<file path="config.mk">
export PLATFORM = sky130hd
export DESIGN_NAME = dma_busmode_arb
export DESIGN_NICKNAME = d
export VERILOG_FILES = /design/src/rtl/dma_arb_pkg.sv /design/src/rtl/dma_chan_count.sv /design/src/rtl/dma_slot_pick.sv /design/src/rtl/dma_busmode_arb.sv
export SDC_FILE = /design/constraint.sdc
export NUM_CORES = 1
export LEC_CHECK = 0
export ABC_AREA = 1
export BUFFER_PORTS_ARGS = -buffer_cell sky130_fd_sc_hd__buf_2
export CAP_MARGIN = 20
export CELL_PAD_IN_SITES_DETAIL_PLACEMENT = 0
export CELL_PAD_IN_SITES_GLOBAL_PLACEMENT = 1
export CORE_AREA = 2 2 82 61
export DETAILED_ROUTE_END_ITERATION = 10
export DIE_AREA = 0 0 84 63
export GPL_TIMING_DRIVEN = 1
export PLACE_DENSITY = 0.81
export SLEW_MARGIN = 10
export SYNTH_ARGS = -nofsm -noshare
export SYNTH_HDL_FRONTEND = slang
export SYNTH_SLANG_ARGS = --single-unit
</file>
<file path="constraint.sdc">
create_clock -name clk -period 2.4 [get_ports clk]
set_input_delay 0.36 -clock clk [delete_from_list [all_inputs] [get_ports clk]]
set_output_delay 0.36 -clock clk [all_outputs]
set_load 0.01 [all_outputs]
</file>
<file path="src/rtl/dma_arb_pkg.sv">
package dma_arb_pkg;
  typedef enum logic {
    MODE_STEAL = 1'b0,
    MODE_BURST = 1'b1
  } xfer_mode_e;

  localparam int unsigned DEF_NCH   = 2;
  localparam int unsigned DEF_CNT_W = 8;
endpackage

</file>
<file path="src/rtl/dma_chan_count.sv">
module dma_chan_count #(
  parameter int unsigned CNT_W = 8
) (
  input  logic             clk,
  input  logic             rst,
  input  logic             start,
  input  logic [CNT_W-1:0] load_val,
  input  logic             unit_dec,
  output logic             busy,
  output logic             busy_next,
  output logic             done_flag
);
  logic [CNT_W-1:0] cnt_q;
  logic [CNT_W-1:0] cnt_d;
  logic             accept;
  logic             last_unit;

  assign accept    = start && (cnt_q == '0) && (load_val != '0);
  assign last_unit = unit_dec && (cnt_q == CNT_W'(1));

  always_comb begin
    cnt_d = cnt_q;
    if (accept) begin
      cnt_d = load_val;
    end else if (unit_dec && (cnt_q != '0)) begin
      cnt_d = cnt_q - CNT_W'(1);
    end
  end

  assign busy_next = (cnt_d != '0);
  assign busy      = (cnt_q != '0);

  always_ff @(posedge clk) begin
    if (rst) begin
      cnt_q     <= '0;
      done_flag <= 1'b0;
    end else begin
      cnt_q <= cnt_d;
      if (accept) begin
        done_flag <= 1'b0;
      end else if (last_unit) begin
        done_flag <= 1'b1;
      end
    end
  end
endmodule

</file>
<file path="src/rtl/dma_slot_pick.sv">
module dma_slot_pick #(
  parameter int unsigned NCH = 2
) (
  input  logic [NCH-1:0] pending_next,
  input  logic [NCH-1:0] burst_mask,
  input  logic [NCH-1:0] owner,
  input  logic           unit_done,
  output logic [NCH-1:0] grant_d
);
  logic           slot_open;
  logic           steal_retired;
  logic [NCH-1:0] cand;
  logic [NCH-1:0] pick;
  logic           found;

  assign slot_open     = (owner == '0) || unit_done;
  assign steal_retired = unit_done && ((owner & ~burst_mask) != '0);

  // after a cycle-steal unit only burst channels may take the slot
  assign cand = steal_retired ? (pending_next & burst_mask & ~owner) : pending_next;

  always_comb begin
    pick  = '0;
    found = 1'b0;
    for (int i = 0; i < NCH; i++) begin
      if (!found && cand[i]) begin
        pick[i] = 1'b1;
        found   = 1'b1;
      end
    end
  end

  assign grant_d = slot_open ? pick : owner;
endmodule

</file>
<file path="src/rtl/dma_busmode_arb.sv">
module dma_busmode_arb #(
  parameter int unsigned NCH   = dma_arb_pkg::DEF_NCH,
  parameter int unsigned CNT_W = dma_arb_pkg::DEF_CNT_W
) (
  input  logic               clk,
  input  logic               rst,
  input  logic [NCH-1:0]     start,
  input  logic [NCH*CNT_W-1:0] load_count,
  input  logic [NCH-1:0]     burst_mode,
  input  logic               unit_done,
  output logic [NCH-1:0]     grant,
  output logic               bus_hold,
  output logic [NCH-1:0]     busy,
  output logic [NCH-1:0]     done_flag
);
  logic [NCH-1:0] grant_q;
  logic [NCH-1:0] grant_d;
  logic [NCH-1:0] pend_next;
  logic           hold_q;

  for (genvar g = 0; g < NCH; g++) begin : g_chan
    dma_chan_count #(.CNT_W(CNT_W)) u_cnt (
      .clk       (clk),
      .rst       (rst),
      .start     (start[g]),
      .load_val  (load_count[g*CNT_W +: CNT_W]),
      .unit_dec  (unit_done && grant_q[g]),
      .busy      (busy[g]),
      .busy_next (pend_next[g]),
      .done_flag (done_flag[g])
    );
  end

  dma_slot_pick #(.NCH(NCH)) u_pick (
    .pending_next (pend_next),
    .burst_mask   (burst_mode),
    .owner        (grant_q),
    .unit_done    (unit_done),
    .grant_d      (grant_d)
  );

  always_ff @(posedge clk) begin
    if (rst) begin
      grant_q <= '0;
      hold_q  <= 1'b0;
    end else begin
      grant_q <= grant_d;
      hold_q  <= (grant_d != '0);
    end
  end

  assign grant    = grant_q;
  assign bus_hold = hold_q;
endmodule

</file>
==> impl_metrics.yaml <==
clock_tree:
  cts_max_path_buffers: 2
  clock_sinks: 21
  cts_setup_buffers: 0
  hold_buffers: 0
  clk_latency_ns: 0.26
  clk_pin_slew_ns: 0.07
  cts_htree_levels: 1
  cts_inserted_buffers: 3
  cts-resized-gates: 0
  clock-root-buffer: "clkbuf_8"
  cts_tree: "yes"
power_and_ir_drop:
  p_per_area_mw_per_mm2: 1480
  ir_drop_uv: 592
  p_leak_nw: 1.03
sta:
  finalSetupViolCount: 0
  fin_crit_ns: 2.09
  relSlewSlack: 0.768
  worstMarginPinSlew_ns: 0.348
  hold_viol_final: 0
  hold_slack_ns: 0.432
  slew_violations: 0
  max_freq_mhz: 479
  min_period_over_period: 0.871
  fin_tns_setup_ns: 0
  skew_ns: 0.00227
  rsz0062_at_grt: "no"
worst_setup_path:
  cp.arrival_ns: 2.24
  worstSetupPathType: "register to register"
  start_kind: "register"
  reg2regPathDepth: 17
  endpoint_kind: "register"
  critPathRequiredTime_ns: 2.55
  cp_max_fo: 10
synthesis:
  yosysWarnings: 0
  ys_ff_latch: 21
  avgSynthCellArea_um2: 5.77
  async_reset_ff_frac: 0
  seq_area_frac_synth: 0.262
  netlist_area_mm2: 0.00160
  synth_edf_count: 0
  syn-num-nets: 305
  synthFlopType: "dfxtp_1"
  synthCells: 278
  ys_types: 29
finish:
  multi_input_comb_area_um2: 967
  layout-drive-gt1-share: 0.174
  area_growth_pct: 14.0
  num-fill-cells: 512
  nets: 333
  ff_latch_area_um2: 420
  postLayoutCellArea_mm2: 0.00183
  n_antenna_cell: 0
detailed_routing:
  wire_per_inst_um: 10.2
  dr.first_iter.drc_count: 111
  via_per_inst: 4.43
  wirelength_um: 3680
  first_pass_iters: 4
  post-route-drc-count: 0
  vias: 1602
  ant_nets: 0
status:
  outcome: "finished clean"
placed_design:
  place_congestion: 0.852
  place_area_mm2: 0.00178
  hpwl_um: 3080
  portBuffers: 29
worst_hold_path:
  hp-class: "input pin to register"
  holdPathStages: 5
floorplan:
  boundaryPins: 30
  row_count: 21
  start_util: 0.353
  dieWidth_um: 84
  die_h_um: 63
  core_area_mm2: 0.00455
  die_area_mm2: 0.00529
global_routing:
  grt_pass1_vias: 1378
  grt-ovfl-total: 0
  antenna_found_initial: 0
  grt_max_degree: 18
  grt_use_total: 0.146
  grt_first_pass_wirelength_um: 6270
run:
  maxCapViolations: 0
layout make-up:
| type | count | area share |
|---|---|---|
| well taps | 57 | 0.0390 |
| flip-flops and latches | 21 | 0.230 |
| repair buffers | 29 | 0.0794 |
| inverters | 46 | 0.0979 |
| clock buffers | 4 | 0.0246 |
| multi-input cells | 205 | 0.529 |
logic make-up (layout without fill, tap and decap cells):
| family | count (synthesis) | in the layout | synth area share |
|---|---|---|---|
| compound gates | 11 | 11 | 0.0398 |
| xor+xnor | 5 | 5 | 0.0273 |
| fa+ha+maj | 4 | 4 | 0.0312 |
| buf+inv | 52 | 79 | 0.135 |
| flops | 21 | 21 | 0.262 |
| simple gates | 185 | 185 | 0.505 |
through the flow:
stage | cells | setup WS, ns | power, mW | util
finish | 362 | 0.310 | 2.71 | 0.402
global route | 362 | 0.128 | 3.04 | 0.402
CTS | 362 | 0.329 | 2.72 | 0.402
detailed placement | 358 | 0.335 | 2.48 | 0.392
global placement | 358 | 0.335 | 2.51 | 0.392
floorplan | 278 | 0.667 | 2.14 | -
cell usage after synthesis (3+ instances only):
master,instances,area share
nor2_1,63,0.15
o21ai_0,5,0.016
nand2_2,4,0.016
xnor2_1,3,0.016
inv_1,40,0.094
nand2_1,88,0.21
nand3_1,9,0.028
inv_2,4,0.0094
ha_1,4,0.031
nor2_2,4,0.016
nor2_4,3,0.021
dfxtp_1,21,0.26
buf_4,4,0.019
nand4_1,6,0.023
report_power, final:
group	switching, mW	leakage [nW]	internal, mW
Combinational	1.18	0.837	0.674
Sequential	0.140	0.172	0.483
Clock	0.110	0.0228	0.118
layout by cell type, fill, tap and decap left out, drive strengths merged:
cell type and n:
inv 45, and2 1, xor2 2, a41oi 2, nor3 2, xnor2 3
nand3 10, nor2 70, clkbuf 4, nand2 95, ha 4, nand3b 1
a21oi 2, dfxtp 21, buf 29, o22ai 1, nand4 6, clkinv 1
o21ai 6
state kept, by name, indices dropped and copies added, names as in the netlist:
signal / cells
bus_hold: 1
grant: 2
g_chan.u_cnt.done_flag: 2
g_chan.u_cnt.cnt_q: 16
routing by layer:
layer / vias to the layer above / GRT usage / routed length (µm)
met5: - / 0 / 0
met4: 0 / 0.0302 / 27
met3: 2 / 0.0277 / 186
met2: 41 / 0.189 / 1360
met1: 673 / 0.239 / 2110
li1: 886 / - / -
final timing paths:
path	start	slack, ns	to
worst max register to register	g_chan[0].u_cnt.cnt_q[0]	0.31	bus_hold
worst min-delay path	load_count[9]	0.43	g_chan[1].u_cnt.cnt_q[1]
worst min register to register	g_chan[1].u_cnt.done_flag	0.54	g_chan[1].u_cnt.done_flag
worst max-delay path	g_chan[0].u_cnt.cnt_q[0]	0.31	bus_hold
worst max-delay path, stage by stage (launching register included):
cell and delay (ns):
dfxtp_1 0.33, inv_1 0.14, ha_1 0.29, nand2_2 0.10
inv_2 0.08, nand2_4 0.09, nand2_8 0.11, inv_6 0.05
nand2_1 0.05, nand2_1 0.05, nor2_1 0.14, nand2_1 0.08
nor2_1 0.14, nand2_1 0.08, nand2_2 0.06, nand2_1 0.04
nand2_1 0.08, nand2_1 0.06
Note: power is estimated with default switching activity, not from simulation.
